### config.mk
export PLATFORM = sky130hd
export DESIGN_NAME = nvram_sum_engine
export DESIGN_NICKNAME = d
export VERILOG_FILES = /design/src/rtl/nvram_sum_pkg.sv /design/src/rtl/nvram_sum_fold.sv /design/src/rtl/nvram_sum_ctrl.sv /design/src/rtl/nvram_sum_engine.sv
export SDC_FILE = /design/constraint.sdc
export NUM_CORES = 1
export LEC_CHECK = 0
export BUFFER_PORTS_ARGS = -buffer_cell sky130_fd_sc_hd__buf_4
export CORE_ASPECT_RATIO = 0.5
export CORE_MARGIN = 1
export CORE_UTILIZATION = 35
export DETAILED_ROUTE_END_ITERATION = 6
export PLACE_DENSITY = 0.63
export REMOVE_ABC_BUFFERS = 1
export SLEW_MARGIN = 20
export SYNTH_ARGS = -nofsm -noshare
export SYNTH_HDL_FRONTEND = slang
export SYNTH_SLANG_ARGS = --single-unit
export TNS_END_PERCENT = 5
### constraint.sdc
create_clock -name clk -period 3.6 [get_ports clk]
set_input_delay 0.36 -clock clk [delete_from_list [all_inputs] [get_ports clk]]
set_output_delay 0.36 -clock clk [all_outputs]
set_load 0.05 [all_outputs]
### src/rtl/nvram_sum_pkg.sv
package nvram_sum_pkg;

    localparam int BYTE_W = 8;
    localparam int WORD_W = 2 * BYTE_W;
    localparam int NIB_W  = BYTE_W / 2;
    localparam logic [WORD_W-1:0] SUM_SEED = 16'hFFFF;

    typedef enum logic [3:0] {
        S_IDLE,
        S_ADDR_HI,
        S_ADDR_LO,
        S_FOLD,
        S_ADDR_TAIL,
        S_FOLD_TAIL,
        S_PUT_HI,
        S_PUT_LO,
        S_FINISH
    } sum_state_t;

endpackage

### src/rtl/nvram_sum_fold.sv
module nvram_sum_fold
    import nvram_sum_pkg::*;
(
    input  logic [WORD_W-1:0] prev_sum,
    input  logic [WORD_W-1:0] word_in,
    output logic [WORD_W-1:0] next_sum
);

    logic [WORD_W-1:0] mixed;
    logic [NIB_W-1:0]  lo_nib;
    logic [NIB_W-1:0]  hi_nib;
    logic [WORD_W-1:0] lo_terms;
    logic [WORD_W-1:0] hi_terms;

    always_comb begin
        mixed    = prev_sum ^ word_in;
        lo_nib   = mixed[NIB_W-1:0];
        hi_nib   = mixed[2*NIB_W-1:NIB_W] ^ lo_nib;
        lo_terms = (WORD_W'(lo_nib) << 3) ^ (WORD_W'(lo_nib) << 8);
        hi_terms = WORD_W'(hi_nib) ^ (WORD_W'(hi_nib) << 7) ^ (WORD_W'(hi_nib) << 12);
        next_sum = (mixed >> BYTE_W) ^ lo_terms ^ hi_terms;
    end

endmodule

### src/rtl/nvram_sum_ctrl.sv
module nvram_sum_ctrl
    import nvram_sum_pkg::*;
#(
    parameter int AW = 13
) (
    input  logic              clk,
    input  logic              rst_n,
    input  logic              start,
    input  logic [AW-1:0]     start_addr,
    input  logic [AW-1:0]     byte_count,
    input  logic [AW-1:0]     dest_addr,
    input  logic [BYTE_W-1:0] rd_data,
    input  logic [WORD_W-1:0] fold_result,
    output logic [WORD_W-1:0] fold_word,
    output logic [WORD_W-1:0] sum_q,
    output logic              rd_en,
    output logic [AW-1:0]     rd_addr,
    output logic              wr_en,
    output logic [AW-1:0]     wr_addr,
    output logic [BYTE_W-1:0] wr_data,
    output logic              busy,
    output logic              done
);

    localparam logic [AW-1:0] ONE = AW'(1);

    sum_state_t        state_q;
    sum_state_t        state_nx;
    logic [AW-1:0]     ptr_q;
    logic [AW-1:0]     dst_q;
    logic [AW-1:0]     words_left_q;
    logic              odd_q;
    logic [BYTE_W-1:0] hi_byte_q;
    logic [AW-1:0]     even_count;

    assign even_count = {byte_count[AW-1:1], 1'b0};

    // next state
    always_comb begin
        state_nx = state_q;
        unique case (state_q)
            S_IDLE: begin
                if (start) begin
                    if (even_count != '0)    state_nx = S_ADDR_HI;
                    else if (byte_count[0])  state_nx = S_ADDR_TAIL;
                    else                     state_nx = S_PUT_HI;
                end
            end
            S_ADDR_HI:   state_nx = S_ADDR_LO;
            S_ADDR_LO:   state_nx = S_FOLD;
            S_FOLD: begin
                if (words_left_q != ONE) state_nx = S_ADDR_HI;
                else if (odd_q)          state_nx = S_ADDR_TAIL;
                else                     state_nx = S_PUT_HI;
            end
            S_ADDR_TAIL: state_nx = S_FOLD_TAIL;
            S_FOLD_TAIL: state_nx = S_PUT_HI;
            S_PUT_HI:    state_nx = S_PUT_LO;
            S_PUT_LO:    state_nx = S_FINISH;
            S_FINISH:    state_nx = S_IDLE;
            default:     state_nx = S_IDLE;
        endcase
    end

    // state register
    always_ff @(posedge clk or negedge rst_n) begin
        if (!rst_n) state_q <= S_IDLE;
        else        state_q <= state_nx;
    end

    // datapath registers
    always_ff @(posedge clk or negedge rst_n) begin
        if (!rst_n) begin
            ptr_q        <= '0;
            dst_q        <= '0;
            words_left_q <= '0;
            odd_q        <= 1'b0;
            hi_byte_q    <= '0;
            sum_q        <= SUM_SEED;
        end else begin
            unique case (state_q)
                S_IDLE: begin
                    if (start) begin
                        ptr_q        <= start_addr;
                        dst_q        <= dest_addr;
                        words_left_q <= even_count;
                        odd_q        <= byte_count[0];
                        sum_q        <= SUM_SEED;
                    end
                end
                S_ADDR_LO: hi_byte_q <= rd_data;
                S_FOLD: begin
                    sum_q        <= fold_result;
                    ptr_q        <= ptr_q + ONE;
                    words_left_q <= words_left_q - ONE;
                end
                S_FOLD_TAIL: sum_q <= fold_result;
                default: ;
            endcase
        end
    end

    // outputs
    always_comb begin
        rd_en     = 1'b0;
        rd_addr   = ptr_q;
        wr_en     = 1'b0;
        wr_addr   = dst_q;
        wr_data   = sum_q[WORD_W-1:BYTE_W];
        busy      = (state_q != S_IDLE);
        done      = 1'b0;
        fold_word = {hi_byte_q, rd_data};
        unique case (state_q)
            S_ADDR_HI:   rd_en = 1'b1;
            S_ADDR_LO: begin
                rd_en   = 1'b1;
                rd_addr = ptr_q + ONE;
            end
            S_ADDR_TAIL: rd_en = 1'b1;
            S_FOLD_TAIL: fold_word = {rd_data, {BYTE_W{1'b0}}};
            S_PUT_HI:    wr_en = 1'b1;
            S_PUT_LO: begin
                wr_en   = 1'b1;
                wr_addr = dst_q + ONE;
                wr_data = sum_q[BYTE_W-1:0];
            end
            S_FINISH:    done = 1'b1;
            default: ;
        endcase
    end

endmodule

### src/rtl/nvram_sum_engine.sv
module nvram_sum_engine
    import nvram_sum_pkg::*;
#(
    parameter int AW = 13
) (
    input  logic              clk,
    input  logic              rst_n,
    input  logic              start,
    input  logic [AW-1:0]     start_addr,
    input  logic [AW-1:0]     byte_count,
    input  logic [AW-1:0]     dest_addr,
    output logic              mem_rd_en,
    output logic [AW-1:0]     mem_rd_addr,
    input  logic [7:0]        mem_rd_data,
    output logic              mem_wr_en,
    output logic [AW-1:0]     mem_wr_addr,
    output logic [7:0]        mem_wr_data,
    output logic              busy,
    output logic              done,
    output logic [15:0]       checksum
);

    logic [WORD_W-1:0] fold_word;
    logic [WORD_W-1:0] fold_result;
    logic [WORD_W-1:0] sum_q;

    nvram_sum_ctrl #(.AW(AW)) u_ctrl (
        .clk         (clk),
        .rst_n       (rst_n),
        .start       (start),
        .start_addr  (start_addr),
        .byte_count  (byte_count),
        .dest_addr   (dest_addr),
        .rd_data     (mem_rd_data),
        .fold_result (fold_result),
        .fold_word   (fold_word),
        .sum_q       (sum_q),
        .rd_en       (mem_rd_en),
        .rd_addr     (mem_rd_addr),
        .wr_en       (mem_wr_en),
        .wr_addr     (mem_wr_addr),
        .wr_data     (mem_wr_data),
        .busy        (busy),
        .done        (done)
    );

    nvram_sum_fold u_fold (
        .prev_sum (sum_q),
        .word_in  (fold_word),
        .next_sum (fold_result)
    );

    assign checksum = sum_q;

endmodule

### Word level (Yosys, flattened, before mapping)

Index checks and enable logic that the tools add are counted.

| operators by class | value |
|---|---|
| muxes and demuxes | 19 |
| bitwise operators | 7 |
| eq/ne operators | 10 |
| $add $sub $neg | 3 |
| reductions and logical operators | 11 |

Operators with widths:

| cell | number |
|---|---|
| $mux W13 | 4 |
| $pmux W13 S2 | 2 |
| $mux W16 | 2 |
| $pmux W16 S2 | 1 |
| $pmux W4 S8 | 1 |
| $add A13 B1 Y13 const B | 2 |
| $eq A4 B3 Y1 const B | 4 |
| $xor A11 B16 Y16 | 1 |
| $xor A12 B16 Y16 | 1 |
| $xor A16 B16 Y16 | 1 |
| $ne A13 B1 Y1 const B | 1 |
| $reduce_bool A13 Y1 | 1 |
| $sub A13 B1 Y13 const B | 1 |
| $mux W4 | 3 |
| $xor A7 B12 Y12 | 1 |
| $xor A8 B12 Y12 | 1 |
| $xor A4 B11 Y11 | 1 |
| $eq A4 B2 Y1 const B | 2 |
| $mux W8 | 1 |
| $reduce_and A2 Y1 | 3 |
| $eq A4 B1 Y1 const B | 1 |
| $eq A4 B4 Y1 const B | 1 |
| $logic_not A4 Y1 | 1 |
| $mux W2 | 2 |
| other kinds (7) | 11 |

| storage, ports and cells | value |
|---|---|
| input bits | 50 |
| output and inout bits | 54 |
| register bits | 68 |

### Longest topological paths before layout

| logic depth | value |
|---|---|
| depth after elaboration | 8 |
| gate-level depth with buffers | 8 |

### Cells and area by module

Synthesis repeated with hierarchy kept, for this count alone.

| second synthesis, totals | value |
|---|---|
| cells, all modules | 474 |
| area total of the unflattened synthesis | 4,294.1 µm² |

By module, submodules not included:

| module | cells an instance | area an instance (µm²) | instances |
|---|---|---|---|
| nvram_sum_ctrl | 442 | 3,953.8 | 1 |
| nvram_sum_fold | 32 | 340.3 | 1 |

### Least setup slack after synthesis

Ideal clock, no wire load.

| timing | value |
|---|---|
| path type | register -> output |
| start | register u_ctrl.state_q[1] |
| end | output port done |
| arrival time | 2.264 ns |
| stages on the path, launching flop included | 3 |
| path slack | 0.976 ns |
| path buffers | 1 |
| cell sequence | dfrtp_1 buf_4 nor4b_1 |

| on the way | value |
|---|---|
| word-level cells in the longest chain between the ends | 2 |

RTL lines:

| what | RTL line | RTL |
|---|---|---|
| start, declared | nvram_sum_ctrl.sv:27 | `sum_state_t state_q;` |
| start signal, assigned | nvram_sum_ctrl.sv:68 | `else state_q <= state_nx;` |
| $eq A4 B4 Y1 | nvram_sum_ctrl.sv:113 | `unique case (state_q)` |
| $mux W1 | nvram_sum_ctrl.sv:113 |  |
| end, declared | nvram_sum_engine.sv:19 | `output logic done,` |

Every way passes these cells.

### Worst setup path in the final report

| timing | value |
|---|---|
| start | register u_ctrl.state_q[2] |
| end | output port mem_wr_addr[11] |

| on the way | value |
|---|---|
| word-level cells in the longest chain between the ends | 2 |

RTL lines:

| what | RTL line | RTL |
|---|---|---|
| $eq A4 B3 Y1 | nvram_sum_ctrl.sv:113 |  |
| $mux W13 | nvram_sum_ctrl.sv:113 |  |
| end, declared | nvram_sum_engine.sv:16 | `output logic [AW-1:0] mem_wr_addr,` |

Every way passes these cells.

==> implementation parameters <==
Parameter                              Value

Placement
  Count of input and output buffers ... 103
  Post-detailed-placement half-perimeter wirelength ... around 8400 µm
  Weighted congestion at the end of routability-driven global placement ... 0.873

Floorplan
  Horizontal extent of the die ... 162 µm
  Placement Rows ... 28
  Initial Utilization ... a little under two fifths
  Die area ... 13,200 µm²
  Area of the core region ... 12,100 µm²
  Count of pins on the block boundary ... 104
  Die Height ... 81.8 µm

Synth
  Share of the yosys chip area belonging to registers ... between 30% and 40%
  Number of different library cells in the post-synthesis netlist ... 59
  Complex-gate fraction of the synthesized area ... 12.2%
  Async S/R FF share, synth ... 100%
  Number of synthesized flops with an enable pin ... 0
  Mapped Cells ... 520
  Mux cell area share after synthesis ... 0.927%
  Dominant cells by area after synthesis ... dfrtp_1, nand2_1, xnor2_1
  Library cell occupying the most area in the post-synthesis netlist ... dfrtp_1
  #FFs+latches synth ... 68
  Average instance area after synthesis ... 8.57 µm²
  Synth Area in XOR/XNOR ... 15.0%
  Synth Area in Adders ... 1.12%
  Fraction of synthesized cell area taken by the top area cell type ... 29.2%
  Main combinational cell family by area after synthesis ... simple AND/OR/NAND/NOR gates
  Post-synthesis instance area ... 4460 µm²
  Yosys synthesis warning count ... 0
  Flip-flop cell with the highest count after synthesis ... dfrtp_1
  Simple-gate portion of the synthesized area ... 27.4%

CTS
  Number of buffers added for setup after CTS ... 0
  Post-CTS sizing ... 0
  Clock slew seen by the registers of the worst setup and hold paths ... 0.06 ns
  Number of CTS-inserted buffers ... 9
  Hold bufs inserted after CTS ... 0
  Clock Sink Count ... just under 70
  TritonCTS clock tree ... yes
  Clock tree buffer depth ... 2
  Total number of H-tree levels ... 3
  Clock latency of the later-clocked register in the worst-skew pair ... 0.34 ns
  Cell at the root of the clock tree ... clkbuf_16

Final layout
  Commonest cells after routing, fill and taps aside ... nand2_1, buf_4, xnor2_1, dfrtp_1, nor2_1
  Share of final-layout standard cells stronger than drive strength 1 ... 25.9%
  Number of inserted filler cells in the final layout ... 1,219
  Number of diodes ... 0
  Count of nets after finishing ... approximately 660
  Final cell utilization of the core ... 45.9%
  Commonest non-fill, non-tap cell in the layout ... nand2_1
  Area grow syn2layout ... 24.9%

Critical path
  Endpoint of the worst setup timing path ... mem_wr_addr[11]
  Reg-to-Reg Start ... u_ctrl.state_q[3]$_DFFE_PN0P_
  Required time at the endpoint of the critical path ... 3.24 ns
  Setup slack, reg-to-reg ... 1.17 ns
  Reg2Reg Depth ... 7
  Critical Path Sink Type ... primary output
  Timing startpoint of the critical path ... u_ctrl.state_q[2]$_DFFE_PN0P_
  Arrival @ worst endpoint ... 2.61 ns
  Maximum fanout count along the critical path ... 16
  Critical setup path kind ... flip-flop to primary output
  Startpoint class of the critical path ... flip-flop
  Destination of the worst register-to-register timing path ... u_ctrl.ptr_q[9]$_DFFE_PN0P_

STA
  Worst-case headroom to the max-slew limit ... 38.9%
  Post-Route Skew ... around 0.010 ns
  Setup violators final ... 0
  Fraction of the cycle the final worst path needs ... 82.5%
  Hold Vio Cnt, Final ... 0
  Number of pins exceeding their max-slew limit in the final report ... 0
  Post-route setup TNS ... 0 ns
  Minimum clock period after layout ... around 3 ns
  Max Clock Freq ... 337 MHz
  Unrepaired setup endpoints after global routing ... no
  Worst-margin pin slew ... 0.915 ns
  Smallest hold slack ... between 0.1 and 0.15 ns

Run
  Maximum capacitance violations ... 0

GRT
  First-pass GRT wire length ... 19,400 µm
  All-layer global routing usage ... 18.9%
  Initial antenna violation count ... 0
  Pin count of the biggest net entering global routing ... 69
  Aggregate global routing overflow ... 0
  Vias in the first global route ... 3,800

Pwr
  Maximum ir drop on the vdd rail ... 305 µV
  Portion of total power attributed to combinational logic ... 57.7%
  Power per unit of standard cell area ... 1040 nW/µm²
  Net Sw Power ... slightly below 3 mW
  Cell-internal power ... 2.91 mW
  Power share of the sequential group ... between 20% and 30%
  Clk pwr share ... 14.1%
  Cell leakage power ... 2.52 nW
  Switching Share ... 49.8%

Drt
  Post-route DRC ... 0
  Ratio of routed vias to standard cells ... 5.01
  Post-DR wirelength/cell ... 15.1 µm
  Final wirelength ... 11,800 µm
  Number of DRC violations after detailed-routing iteration 0 ... 286
  Antenna violation net count after detailed routing ... 0
  DR vias ... between 3,000 and 4,000
  First-pass iteration count of the detailed router ... 4

Status
  Outcome ... complete, no violations

Hold path
  Class of the tightest hold or removal check ... input pin to asynchronous set/reset pin
stage by stage:
step	setup WS (ns)	instances	area (µm²)	total power, mW
3_3_place_gp	1.08	762	5290	4.97
3_5_place_dp	0.969	762	5290	5.01
6_report	0.628	778	5560	5.80
2_1_floorplan	0.825	489	4270	4.05
4_1_cts	0.581	778	5560	5.85
5_1_grt	0.382	778	5560	6.22
flip-flops by register name, indices dropped and copies added (netlist names):
signal,flops
u_ctrl.hi_byte_q,8
u_ctrl.odd_q,1
u_ctrl.words_left_q,13
u_ctrl.sum_q,16
u_ctrl.state_q,4
u_ctrl.dst_q,13
u_ctrl.ptr_q,13
cell usage after synthesis (all sizes together), types with 2 or more instances:
| library cell | n |
|---|---|
| o221a | 3 |
| o21ai | 18 |
| xor2 | 21 |
| nand2 | 145 |
| nor3 | 10 |
| a32oi | 2 |
| ha | 4 |
| nor4 | 7 |
| mux2i | 3 |
| dfrtp | 52 |
| nand4bb | 2 |
| dfstp | 16 |
| inv | 6 |
| a22oi | 2 |
| o21a | 5 |
| buf | 19 |
| o22ai | 4 |
| nor2 | 48 |
| xnor2 | 53 |
| nand4 | 4 |
| a221o | 8 |
| o311ai | 3 |
| and2 | 2 |
| nor4b | 3 |
| and3 | 13 |
| o211ai | 5 |
| clkbuf | 12 |
| a21oi | 23 |
| nand3 | 12 |
how the worst min path moves through the flow:
stage	cells after the start	slack (ns)	end	start
final	1	0.12	u_ctrl.words_left_q[5]$_DFFE_PN0P_	rst_n
after global routing	3	0.21	u_ctrl.dst_q[3]$_DFFE_PN0P_	dest_addr[3]
after CTS	1	0.18	u_ctrl.words_left_q[2]$_DFFE_PN0P_	rst_n
after detailed placement	2	0.48	u_ctrl.odd_q$_DFFE_PN0P_	u_ctrl.odd_q$_DFFE_PN0P_
after global placement	2	0.46	u_ctrl.odd_q$_DFFE_PN0P_	u_ctrl.odd_q$_DFFE_PN0P_
after floorplan	0	0.06	u_ctrl.dst_q[0]$_DFFE_PN0P_	rst_n
worst max-delay path, cell delays in order, from the launching register on:
cell      delay [ns]
dfrtp_1         0.65
nor2b_4         0.30
nand3_4         0.17
clkinv_2        0.29
nand4_1         0.22
nor2_1          0.18
nand2_1         0.09
xnor2_1         0.14
buf_4           0.22
per-layer routing:
| metal | vias to the layer above | GRT usage (%) | wire [µm] |
|---|---|---|---|
| li1 | 1928 | - | - |
| met1 | 1868 | 25.0 | 5620 |
| met2 | 89 | 31.6 | 5490 |
| met3 | 12 | 4.14 | 557 |
| met4 | 0 | 5.47 | 105 |
| met5 | - | 0 | 0 |
power by group through the flow:
stage	registers (mW)	logic [mW]	clock network, mW
final	1.64	3.35	0.819
after global routing	1.70	3.65	0.870
after CTS	1.63	3.38	0.835
after detailed placement	1.64	3.37	0
after global placement	1.64	3.33	0
after floorplan	1.78	2.26	0
final cells by class:
class                   count  area (µm²)  area share (%)
clock buffers              14         264            4.74
clock inverters             2        10.0           0.180
inverters                   7        27.5           0.495
multi-input cells         414        2520            45.4
flip-flops and latches     68        1720            30.9
well taps                 165         206            3.71
repair buffers            108         811            14.6
cell families after synthesis:
logic type | Yosys count
buffers and inverters | 38
muxes | 4
xor gates and xnor gates | 74
and+or+nand+nor | 253
AOI/OAI and AO/OA | 79
adders and majority gates | 4
DFF | 68
Power figures use the tool's default switching activity.
